<file path="src/rtl/wa_pkg.sv">
package wa_pkg;
  // Comma forms, earliest received bit in bit 0
  localparam logic [9:0] COMMA_RD_NEG = 10'b0101111100;
  localparam logic [9:0] COMMA_RD_POS = 10'b1010000011;
endpackage

</file>
<file path="src/rtl/wa_comma_scan.sv">
module wa_comma_scan #(
  parameter int WORD_W = 20,
  parameter int SYM_W = 10,
  parameter int SLIDE_W = 5,
  parameter logic [SYM_W-1:0] PAT_A = wa_pkg::COMMA_RD_NEG,
  parameter logic [SYM_W-1:0] PAT_B = wa_pkg::COMMA_RD_POS
) (
  input  logic                  clk,
  input  logic                  rst_n,
  input  logic [2*WORD_W-1:0]   win,
  output logic                  hit,
  output logic [SLIDE_W-1:0]    hit_off
);
  logic [WORD_W-1:0] match;

  for (genvar k = 0; k < WORD_W; k++) begin : g_off
    assign match[k] = (win[k +: SYM_W] == PAT_A) || (win[k +: SYM_W] == PAT_B);
  end

  always_comb begin
    hit_off = '0;
    for (int i = WORD_W - 1; i >= 0; i--) begin
      if (match[i]) hit_off = SLIDE_W'(i);
    end
  end

  assign hit = |match;

  // the chosen offset matches and nothing below it does
  assert_lowest_offset_R2: assert property (@(posedge clk) disable iff (!rst_n)
    hit |-> (match[hit_off] && ((match & ((WORD_W'(1) << hit_off) - WORD_W'(1))) == '0)));
endmodule

</file>
<file path="src/rtl/wa_lock_ctrl.sv">
module wa_lock_ctrl #(
  parameter int SLIDE_W = 5,
  parameter int LOCK_HITS = 3,
  parameter int LOSS_HITS = 4
) (
  input  logic               clk,
  input  logic               rst_n,
  input  logic               step,
  input  logic               hit,
  input  logic [SLIDE_W-1:0] hit_off,
  output logic               locked,
  output logic [SLIDE_W-1:0] slide
);
  localparam int CNT_W = $clog2(LOCK_HITS + 1);
  localparam int MISS_W = $clog2(LOSS_HITS + 1);

  logic [SLIDE_W-1:0] cand_q;
  logic [CNT_W-1:0]   cnt_q;
  logic [MISS_W-1:0]  miss_q;

  always_ff @(posedge clk) begin
    if (!rst_n) begin
      locked <= 1'b0;
      slide  <= '0;
      cand_q <= '0;
      cnt_q  <= '0;
      miss_q <= '0;
    end else if (step && hit) begin
      if (!locked) begin
        if (cnt_q != '0 && hit_off == cand_q) begin
          if (cnt_q == CNT_W'(LOCK_HITS - 1)) begin
            locked <= 1'b1;
            slide  <= hit_off;
            cnt_q  <= '0;
            miss_q <= '0;
          end else begin
            cnt_q <= cnt_q + 1'b1;
          end
        end else begin
          cand_q <= hit_off;
          cnt_q  <= CNT_W'(1);
        end
      end else if (hit_off == slide) begin
        miss_q <= '0;
      end else if (miss_q == MISS_W'(LOSS_HITS - 1)) begin
        locked <= 1'b0;
        cand_q <= hit_off;
        cnt_q  <= CNT_W'(1);
        miss_q <= '0;
      end else begin
        miss_q <= miss_q + 1'b1;
      end
    end
  end

  // lock rises only on a comma at the new slide offset
  assert_lock_rise_R3: assert property (@(posedge clk) disable iff (!rst_n)
    $rose(locked) |-> ($past(step) && $past(hit) && $past(hit_off) == slide));
  // candidate count never exceeds its threshold
  assert_cnt_bound_R3: assert property (@(posedge clk) disable iff (!rst_n)
    cnt_q < CNT_W'(LOCK_HITS));
  // lock drops only on a comma at a foreign offset
  assert_drop_foreign_R5: assert property (@(posedge clk) disable iff (!rst_n)
    $fell(locked) |-> ($past(step) && $past(hit) && $past(hit_off) != $past(slide)));
  // slide is frozen while lock holds
  assert_slide_hold_R7: assert property (@(posedge clk) disable iff (!rst_n)
    (locked && $past(locked)) |-> $stable(slide));
endmodule

</file>
<file path="src/rtl/wa_shift_out.sv">
module wa_shift_out #(
  parameter int WORD_W = 20,
  parameter int SLIDE_W = 5
) (
  input  logic                clk,
  input  logic                rst_n,
  input  logic [2*WORD_W-1:0] win,
  input  logic                win_valid,
  input  logic                locked,
  input  logic [SLIDE_W-1:0]  slide,
  output logic                out_valid,
  output logic [WORD_W-1:0]   out_data
);
  always_ff @(posedge clk) begin
    if (!rst_n) begin
      out_valid <= 1'b0;
      out_data  <= '0;
    end else begin
      out_valid <= win_valid && locked;
      if (win_valid && locked) out_data <= WORD_W'(win >> slide);
    end
  end

  // no output word unless lock held on the previous edge
  assert_valid_needs_lock_R4: assert property (@(posedge clk) disable iff (!rst_n)
    out_valid |-> $past(locked));
  // an idle window yields no output on the next edge
  assert_idle_quiet_R8: assert property (@(posedge clk) disable iff (!rst_n)
    !win_valid |=> !out_valid);
endmodule

</file>
<file path="src/rtl/comma_word_aligner.sv">
module comma_word_aligner #(
  parameter int WORD_W = 20,
  parameter int SYM_W = 10,
  parameter int LOCK_HITS = 3,
  parameter int LOSS_HITS = 4,
  parameter logic [SYM_W-1:0] PAT_A = wa_pkg::COMMA_RD_NEG,
  parameter logic [SYM_W-1:0] PAT_B = wa_pkg::COMMA_RD_POS,
  localparam int SLIDE_W = $clog2(WORD_W)
) (
  input  logic               clk,
  input  logic               rst_n,
  input  logic               in_valid,
  input  logic [WORD_W-1:0]  in_data,
  output logic               out_valid,
  output logic [WORD_W-1:0]  out_data,
  output logic [SLIDE_W-1:0] out_slide,
  output logic               lock
);
  logic [WORD_W-1:0]   cur_q, prev_q;
  logic                win_valid;
  logic [2*WORD_W-1:0] win;
  logic                hit;
  logic [SLIDE_W-1:0]  hit_off;

  always_ff @(posedge clk) begin
    if (!rst_n) begin
      cur_q     <= '0;
      prev_q    <= '0;
      win_valid <= 1'b0;
    end else begin
      win_valid <= in_valid;
      if (in_valid) begin
        cur_q  <= in_data;
        prev_q <= cur_q;
      end
    end
  end

  assign win = {cur_q, prev_q};

  wa_comma_scan #(.WORD_W(WORD_W), .SYM_W(SYM_W), .SLIDE_W(SLIDE_W),
                  .PAT_A(PAT_A), .PAT_B(PAT_B)) u_scan (
    .clk(clk), .rst_n(rst_n), .win(win), .hit(hit), .hit_off(hit_off));

  wa_lock_ctrl #(.SLIDE_W(SLIDE_W), .LOCK_HITS(LOCK_HITS), .LOSS_HITS(LOSS_HITS)) u_lock (
    .clk(clk), .rst_n(rst_n), .step(win_valid), .hit(hit), .hit_off(hit_off),
    .locked(lock), .slide(out_slide));

  wa_shift_out #(.WORD_W(WORD_W), .SLIDE_W(SLIDE_W)) u_out (
    .clk(clk), .rst_n(rst_n), .win(win), .win_valid(win_valid), .locked(lock),
    .slide(out_slide), .out_valid(out_valid), .out_data(out_data));

  // reported slide is a legal offset
  assert_slide_range_R7: assert property (@(posedge clk) disable iff (!rst_n)
    out_slide < SLIDE_W'(WORD_W));
  // an idle cycle leaves lock untouched on the next edge
  assert_idle_lock_R8: assert property (@(posedge clk) disable iff (!rst_n)
    !win_valid |=> $stable(lock));
endmodule

</file>
<file path="config.mk">
export PLATFORM = sky130hd
export DESIGN_NAME = comma_word_aligner
export DESIGN_NICKNAME = d
export VERILOG_FILES = /design/src/rtl/wa_pkg.sv /design/src/rtl/wa_comma_scan.sv /design/src/rtl/wa_lock_ctrl.sv /design/src/rtl/wa_shift_out.sv /design/src/rtl/comma_word_aligner.sv
export SDC_FILE = /design/constraint.sdc
export NUM_CORES = 1
export LEC_CHECK = 0
export CAP_MARGIN = 10
export CORE_ASPECT_RATIO = 0.8
export CORE_MARGIN = 10
export CORE_UTILIZATION = 50
export CTS_BUF_LIST = sky130_fd_sc_hd__clkbuf_16
export DETAILED_ROUTE_END_ITERATION = 12
export GPL_TIMING_DRIVEN = 0
export HOLD_SLACK_MARGIN = 0.06
export PLACE_DENSITY_LB_ADDON = 0.25
export SLEW_MARGIN = 20
export SYNTH_ARGS = -nofsm -noshare
export SYNTH_HDL_FRONTEND = slang
export SYNTH_HIERARCHICAL = 1
export SYNTH_SLANG_ARGS = --single-unit
</file>
<file path="constraint.sdc">
create_clock -name clk -period 3.1 [get_ports clk]
set_input_delay 0.465 -clock clk [delete_from_list [all_inputs] [get_ports clk]]
set_output_delay 0.465 -clock clk [all_outputs]
set_load 0.005 [all_outputs]
</file>
**Word-level counts from Yosys, hierarchy flattened**

Index checks and enable logic that the tools add are counted.

- Bits in registers: 78
- Input bits: 23
- Output and inout bits: 27

- Reductions and logical operators: 31
- Multiplexer cells: 39
- Equality and inequality tests: 47
- $add $sub $neg: 2
- Bitwise operators: 1
- Shifts and indexed selects: 1

Operator list:

| kind | count |
|---|---|
| == test 10 bit (second input constant) | 20 |
| == test 10 x 9 -> 1 bit (second input constant) | 20 |
| two-way mux 5 bit | 24 |
| right shift 40 x 5 -> 20 bit | 1 |
| logical OR 1 bit | 20 |
| OR reduction 20 bit | 1 |
| two-way mux 3 bit | 5 |
| == test 5 bit | 2 |
| two-way mux 2 bit | 5 |
| AND reduction 4 bit | 2 |
| AND reduction 3 bit | 2 |
| nonzero test 2 bit | 3 |
| two-way mux 1 bit | 5 |
| != test 2 bit (second input constant) | 2 |
| adder 3 x 1 -> 3 bit (second input constant) | 1 |
| == test 3 x 2 -> 1 bit (second input constant) | 1 |
| logical AND 1 bit | 3 |
| adder 2 x 1 -> 2 bit (second input constant) | 1 |
| == test 2 bit (second input constant) | 1 |
| != test 2 x 1 -> 1 bit (second input constant) | 1 |
| inverter 1 bit | 1 |

**Longest topological paths before layout**

- Depth in word-level cells: 26
- Gate-level depth with buffers: 13
- Depth with buffers taken out: 11

**Modules after synthesis**

The synthesis kept the hierarchy.

Modules (own cells, without submodules):

| module | times used | cells each | area each (um^2) |
|---|---|---|---|
| wa_shift_out | 1 | 307 | 2817.7 |
| comma_word_aligner | 1 | 131 | 1584.0 |
| wa_comma_scan | 1 | 183 | 1222.4 |
| wa_lock_ctrl | 1 | 96 | 839.6 |

**Worst setup path after synthesis**

Ideal clock, no wire load.

- Path type: register to register
- From: register prev_q[14]
- To: register u_lock.slide[0]
- Clock period less this slack: 3085 ps
- Cell stages (with the launch flop): 14
- Setup slack: 15 ps
- Data required time: 3031 ps
- Arrival: 3016 ps
- Cell sequence: dfxtp_1 buf_6 or4b_4 nor4b_4 o2bb2a_4 and3_4 nor2b_4 a21boi_1 xnor2_1 o2111ai_2 nor4_4 buf_6 nand3_1 o21ai_1

- Cells in the longest elaborated chain, start to end: 20

RTL lines:

| item | line | text |
|---|---|---|
| start, declared | comma_word_aligner.sv:19 | `logic [WORD_W-1:0] cur_q, prev_q;` |
| start signal, assigned | comma_word_aligner.sv:34 | `prev_q <= cur_q;` |
| == test 10 x 9 -> 1 bit or == test 10 bit (tied branches) | wa_comma_scan.sv:17 | `assign match[k] = (win[k +: SYM_W] == PAT_A) \|\| (win[k +: SYM_W] == PAT_B);` |
| logical OR 1 bit | wa_comma_scan.sv:17 |  |
| two-way mux 5 bit (9 in a row) | wa_comma_scan.sv:23 | `if (match[i]) hit_off = SLIDE_W'(i);` |
| two-way mux 5 bit * (6 in a row) | wa_comma_scan.sv:23 |  |
| net hit_off[3] | comma_word_aligner.sv:23 | `logic [SLIDE_W-1:0] hit_off;` |
| == test 5 bit * | wa_lock_ctrl.sv:30 | `if (cnt_q != '0 && hit_off == cand_q) begin` |
| logical AND 1 bit * | wa_lock_ctrl.sv:30 |  |
| AND reduction 4 bit (no line) * | - |  |
| end signal, assigned | wa_lock_ctrl.sv:33 | `slide <= hit_off;` |
| end, declared | wa_lock_ctrl.sv:12 | `output logic [SLIDE_W-1:0] slide` |

The timed path passes the listed nets; every way through them passes the cells marked *.
A chain may end at the register's enable or synchronous reset.

**Final worst setup path**

- From: register cur_q[0]
- To: register u_lock.cand_q[3]

- Cells in the longest elaborated chain, start to end: 26

RTL lines:

| item | line | text |
|---|---|---|
| start, declared | comma_word_aligner.sv:19 |  |
| start signal, assigned | comma_word_aligner.sv:33 | `cur_q <= in_data;` |
| == test 10 x 9 -> 1 bit or == test 10 bit (tied branches) | wa_comma_scan.sv:17 |  |
| logical OR 1 bit | wa_comma_scan.sv:17 |  |
| two-way mux 5 bit (8 in a row) | wa_comma_scan.sv:23 |  |
| two-way mux 5 bit * (12 in a row) | wa_comma_scan.sv:23 |  |
| net hit_off[4] | comma_word_aligner.sv:23 |  |
| == test 5 bit | wa_lock_ctrl.sv:30 |  |
| logical AND 1 bit | wa_lock_ctrl.sv:30 |  |
| != test 2 x 1 -> 1 bit (no line) | - |  |
| AND reduction 4 bit (no line) * | - |  |
| end signal, assigned | wa_lock_ctrl.sv:40 | `cand_q <= hit_off;` |
| end signal, assigned | wa_lock_ctrl.sv:47 | `cand_q <= hit_off;` |
| end, declared | wa_lock_ctrl.sv:17 | `logic [SLIDE_W-1:0] cand_q;` |

The timed path passes the listed nets; every way through them passes the cells marked *. The select of a mux whose other input is x is not followed.

==> impl_metrics.prom <==
# TYPE chip_impl_metric gauge
chip_impl_info{name="final_common_cell",value="mux2i_1"} 1
chip_impl_metric{name="synth.cell_area",unit="µm²"} 6460
chip_impl_metric{name="gpl.final_weighted_congestion",unit=""} 0.975
chip_impl_metric{name="mappedNetlistNets",unit=""} 741
chip_impl_metric{name="leakage_power",unit="µW"} 0.00289
chip_impl_info{name="worst_hold_startpoint",value="u_lock/miss_q[2]$_SDFFE_PN0P_"} 1
chip_impl_metric{name="critical-path-max-stage-delay",unit="ns"} 0.52
chip_impl_metric{name="synth_edf_count",unit=""} 0
chip_impl_metric{name="yosysWarningCount",unit=""} 6
chip_impl_metric{name="die_area",unit="µm²"} 17900
chip_impl_metric{name="n_antenna_cell",unit=""} 0
chip_impl_metric{name="chipWidth",unit="µm"} 147
chip_impl_metric{name="syn_to_final_growth",unit="%"} 25.9
chip_impl_info{name="mostFrequentLayoutCells",value="85 x mux2i_1, 57 x dfxtp_1, 57 x nand2_1, 48 x nor2b_1, 48 x clkdlybuf4s50_1"} 1
chip_impl_metric{name="fmaxAchievable",unit="GHz"} 0.313
chip_impl_metric{name="crit_fanout",unit=""} 15
chip_impl_metric{name="design.portCount",unit=""} 50
chip_impl_metric{name="final_critical_path_setup_slack",unit="ns"} -0.0922
chip_impl_metric{name="cts-htree-levels",unit=""} 3
chip_impl_metric{name="dr_total_vias",unit=""} 6586
chip_impl_metric{name="final_nets",unit=""} 823
chip_impl_metric{name="all_layer_gr_usage",unit=""} 0.231
chip_impl_metric{name="synthesized_area_per_cell",unit="µm²"} 9.01
chip_impl_metric{name="chipHeight",unit="µm"} 122
chip_impl_metric{name="drive_gt1_frac",unit=""} 0.248
chip_impl_info{name="setup.worst_path.start_class",value="flop"} 1
chip_impl_metric{name="count_of_port_buffers_added_during_placement",unit=""} 48
chip_impl_metric{name="cts-root-to-sink-buffers",unit=""} 2
chip_impl_metric{name="clock_insertion_delay_worst_skew",unit="ns"} 0.34
chip_impl_metric{name="vdd_ir_drop_max",unit="V"} 0.000326
chip_impl_metric{name="r2r_setup_slack",unit="ns"} -0.09
chip_impl_metric{name="clock-skew-final",unit="ns"} 0.00755
chip_impl_metric{name="period_needed",unit="ns"} 3.19
chip_impl_metric{name="total_setup_violations_reported_at_the_end_of_the_flow",unit=""} 11
chip_impl_metric{name="endpoints_failing_hold",unit=""} 0
chip_impl_metric{name="cts-buffers-inserted",unit=""} 9
chip_impl_metric{name="grt_pass1_vias",unit=""} 6154
chip_impl_metric{name="max_cap_viol_count",unit=""} 0
chip_impl_metric{name="ys_seq_elements",unit=""} 78
chip_impl_info{name="run_status",value="finished with violations"} 1
chip_impl_metric{name="grt_first_pass_wirelength",unit="µm"} 33800
chip_impl_metric{name="number_of_cells_produced_by_synthesis",unit=""} 717
chip_impl_metric{name="yosysSeqAreaShare",unit=""} 0.242
chip_impl_metric{name="core_area",unit="µm²"} 12800
chip_impl_metric{name="asyncSetResetFlopFracSynth",unit=""} 0
chip_impl_info{name="cpLargestDelayFamily",value="simple AND/OR/NAND/NOR gates"} 1
chip_impl_metric{name="number_of_sinks_on_the_clock_net",unit=""} 78
chip_impl_info{name="regToRegStartpoint",value="cur_q[0]$_SDFFE_PN0P_"} 1
chip_impl_metric{name="routed_wire_length_per_instance",unit="µm"} 22.7
chip_impl_metric{name="antenna_found_initial",unit=""} 0
chip_impl_metric{name="placement.setup.worst_slack",unit="ns"} -0.848
chip_impl_metric{name="placed_cells",unit=""} 940
chip_impl_metric{name="pin_count_of_the_biggest_net_entering_global_routing",unit=""} 17
chip_impl_metric{name="clkTransAtPathRegs",unit="ns"} 0.06
chip_impl_info{name="holdCritPathClass",value="reg -> reg"} 1
chip_impl_info{name="rsz0062_at_grt",value="true"} 1
chip_impl_metric{name="first_iter_violations",unit=""} 857
chip_impl_metric{name="cts_hold_buf",unit=""} 0
chip_impl_info{name="setup_cp_type",value="reg -> reg"} 1
chip_impl_metric{name="final_cells",unit=""} 979
chip_impl_metric{name="nFillCells",unit=""} 1068
chip_impl_metric{name="timing.slew.headroom",unit=""} 0.508
chip_impl_info{name="tritoncts",value="yes"} 1
chip_impl_metric{name="drt-total-wl",unit="µm"} 22300
chip_impl_metric{name="detail-route-antenna-nets",unit=""} 0
chip_impl_metric{name="vias_per_cell",unit=""} 6.73
chip_impl_metric{name="dp_wirelength",unit="µm"} 15700
chip_impl_metric{name="drc_errors",unit=""} 0
chip_impl_metric{name="critical_path_required",unit="ns"} 3.36
chip_impl_info{name="cp_slowest_cell",value="or4_4"} 1
chip_impl_info{name="endpoint_kind",value="flop"} 1
chip_impl_metric{name="drt_pass1_iterations",unit=""} 7
chip_impl_metric{name="start_util",unit=""} 0.506
chip_impl_info{name="most_used_dff_post_synth",value="dfxtp_1"} 1
chip_impl_metric{name="tightestPinTransition",unit="ns"} 0.738
chip_impl_metric{name="r2r_cells",unit=""} 11
chip_impl_metric{name="critical_path_buf_inv_count",unit=""} 0
chip_impl_metric{name="report.final.slew_viol_count",unit=""} 0
chip_impl_metric{name="cellPowerDensity",unit="nW/µm²"} 325
chip_impl_metric{name="arrival_time_reported_for_the_critical_path_endpoint",unit="ns"} 3.45
chip_impl_info{name="violated_checks",value="negative setup slack"} 1
chip_impl_info{name="cts_root_buffer",value="clkbuf_16"} 1
chip_impl_metric{name="yosys.cell_types.count",unit=""} 82
chip_impl_metric{name="fp_rows",unit=""} 37
chip_impl_info{name="critical_path_cell_by_cell",value="nor4_2 > nand2_1 > or4_4 > o311ai_4 > nor4_1 > and4b_2 > xor2_1 > nor2_1 > a311o_1 > nor2_4 > mux2i_1"} 1
chip_impl_metric{name="post-route-period-util",unit=""} 1.03
chip_impl_metric{name="globalRouteOverflowTotal",unit=""} 0
chip_impl_info{name="hold_end",value="u_lock/miss_q[2]$_SDFFE_PN0P_"} 1
chip_impl_metric{name="worstHoldPathCells",unit=""} 2
chip_impl_info{name="rr_endpoint",value="u_lock/cand_q[3]$_SDFFE_PN0P_"} 1
==> report_power, final <==
| part | internal (µW) | total (µW) | switching [µW] |
|---|---|---|---|
| sequential | 1020 | 1090 | 69.2 |
| combinational | 158 | 317 | 159 |
| clock | 791 | 1230 | 441 |
| total | 1970 | 2640 | 669 |
==> stage by stage <==
| step | total power, µW | instance area [µm²] | utilization | hold WS, ns | setup TNS [ns] |
|---|---|---|---|---|---|
| 2_1_floorplan | 1280 | 6460 | - | 0.407 | 0 |
| 3_3_place_gp | 1380 | 7160 | 0.561 | 0.419 | -9.92 |
| 3_5_place_dp | 1390 | 7160 | 0.561 | 0.423 | -12.91 |
| 4_1_cts | 2630 | 7890 | 0.618 | 0.432 | -0.0188 |
| 5_1_grt | 2720 | 8140 | 0.637 | 0.482 | -2.05 |
| 6_report | 2640 | 8140 | 0.637 | 0.433 | -0.348 |
==> tightest hold or removal path, delay by kind of cell (launching register included) <==
family          cells  cell delay (ns)
simple gates        1             0.05
compound gates      1             0.03
flops               1             0.31
==> routing by layer <==
layer / part of all wire / up-vias / global-route usage
met5: 0 / - / 0
met1: 0.44 / 3188 / 0.314
met4: 0.024 / 0 / 0.0754
met3: 0.090 / 59 / 0.0474
met2: 0.45 / 391 / 0.359
li1: - / 2948 / -
==> flip-flops by register name, summed over array words and instances (netlist names) <==
name / cells
prev_q: 20
u_lock/slide: 5
u_lock/cnt_q: 2
win_valid: 1
u_lock/miss_q: 3
u_lock/locked: 1
u_lock/cand_q: 5
u_out/out_valid: 1
cur_q: 20
u_out/out_data: 20
==> worst max-delay path by stage <==
stage | startpoint | to | slack, ns | cells past startpoint
finish | cur_q[0]$_SDFFE_PN0P_ | u_lock/cand_q[3]$_SDFFE_PN0P_ | -0.09 | 11
global route | cur_q[0]$_SDFFE_PN0P_ | u_lock/cand_q[3]$_SDFFE_PN0P_ | -0.23 | 11
CTS | prev_q[10]$_SDFFE_PN0P_ | u_lock/cnt_q[0]$_SDFFE_PN0P_ | -0.02 | 12
detailed placement | cur_q[3]$_SDFFE_PN0P_ | u_lock/slide[2]$_SDFFE_PN0P_ | -0.85 | 10
global placement | prev_q[9]$_SDFFE_PN0P_ | u_lock/cand_q[3]$_SDFFE_PN0P_ | -0.65 | 11
floorplan | prev_q[14]$_SDFFE_PN0P_ | u_lock/slide[0]$_SDFFE_PN0P_ | 0.02 | 13
==> logic make-up after synthesis <==
logic type      Yosys count  share of synthesized area
simple gates            279                      0.262
compound gates          160                      0.183
mux                     126                      0.240
flops                    78                      0.242
buf+inv                  63                     0.0588
xor+xnor                 10                     0.0135
fa+ha+maj                 1                    0.00194
==> final cells by class <==
type	count	area, µm²	share of cell area
Tap cell	175	219	0.0269
Sequential cell	78	1610	0.198
Timing Repair Buffer	73	697	0.0857
Buffer	56	403	0.0495
Multi-Input combinational cell	576	4840	0.595
Inverter	5	18.8	0.00231
Clock inverter	7	120	0.0148
Clock buffer	9	225	0.0277
==> synth_stat cells, types with 5 or more instances <==
master,instances,area [µm²]
mux2i_1,85,851
dfxtp_1,78,1560
nand2_1,58,218
nor2b_1,51,319
clkbuf_1,32,120
o21ai_0,30,150
nor2_1,26,97.6
mux2_2,22,248
a21oi_1,18,90.1
nor3_1,16,80.1
nand3_1,14,70.1
a221oi_1,13,114
mux4_2,13,293
nor4_1,12,75.1
a22o_1,11,96.3
nand2b_1,11,68.8
nand4_1,11,68.8
o22ai_1,11,68.8
o211ai_1,10,75.1
nand3b_1,9,67.6
a22oi_1,8,60.1
and2_1,8,50.1
buf_4,7,52.6
nor4bb_1,7,70.1
o221ai_1,7,61.3
a211oi_1,6,45.0
and3_1,6,37.5
buf_2,6,30.0
buf_6,6,67.6
mux4_1,6,158
nand4b_1,6,52.6
nor3b_1,6,45.0
nor4b_1,6,52.6
a41oi_1,5,43.8
and4_1,5,43.8
inv_1,5,18.8
xnor2_1,5,43.8
xor2_1,5,43.8
==> timing repair <==
item	in CTS	in global routing
pin swaps	19	24
setup endpoints to repair	16	16
buffers inserted	20	4
resized for setup	82	40
cloned	0	1
Note: power is estimated with default switching activity, not from simulation.
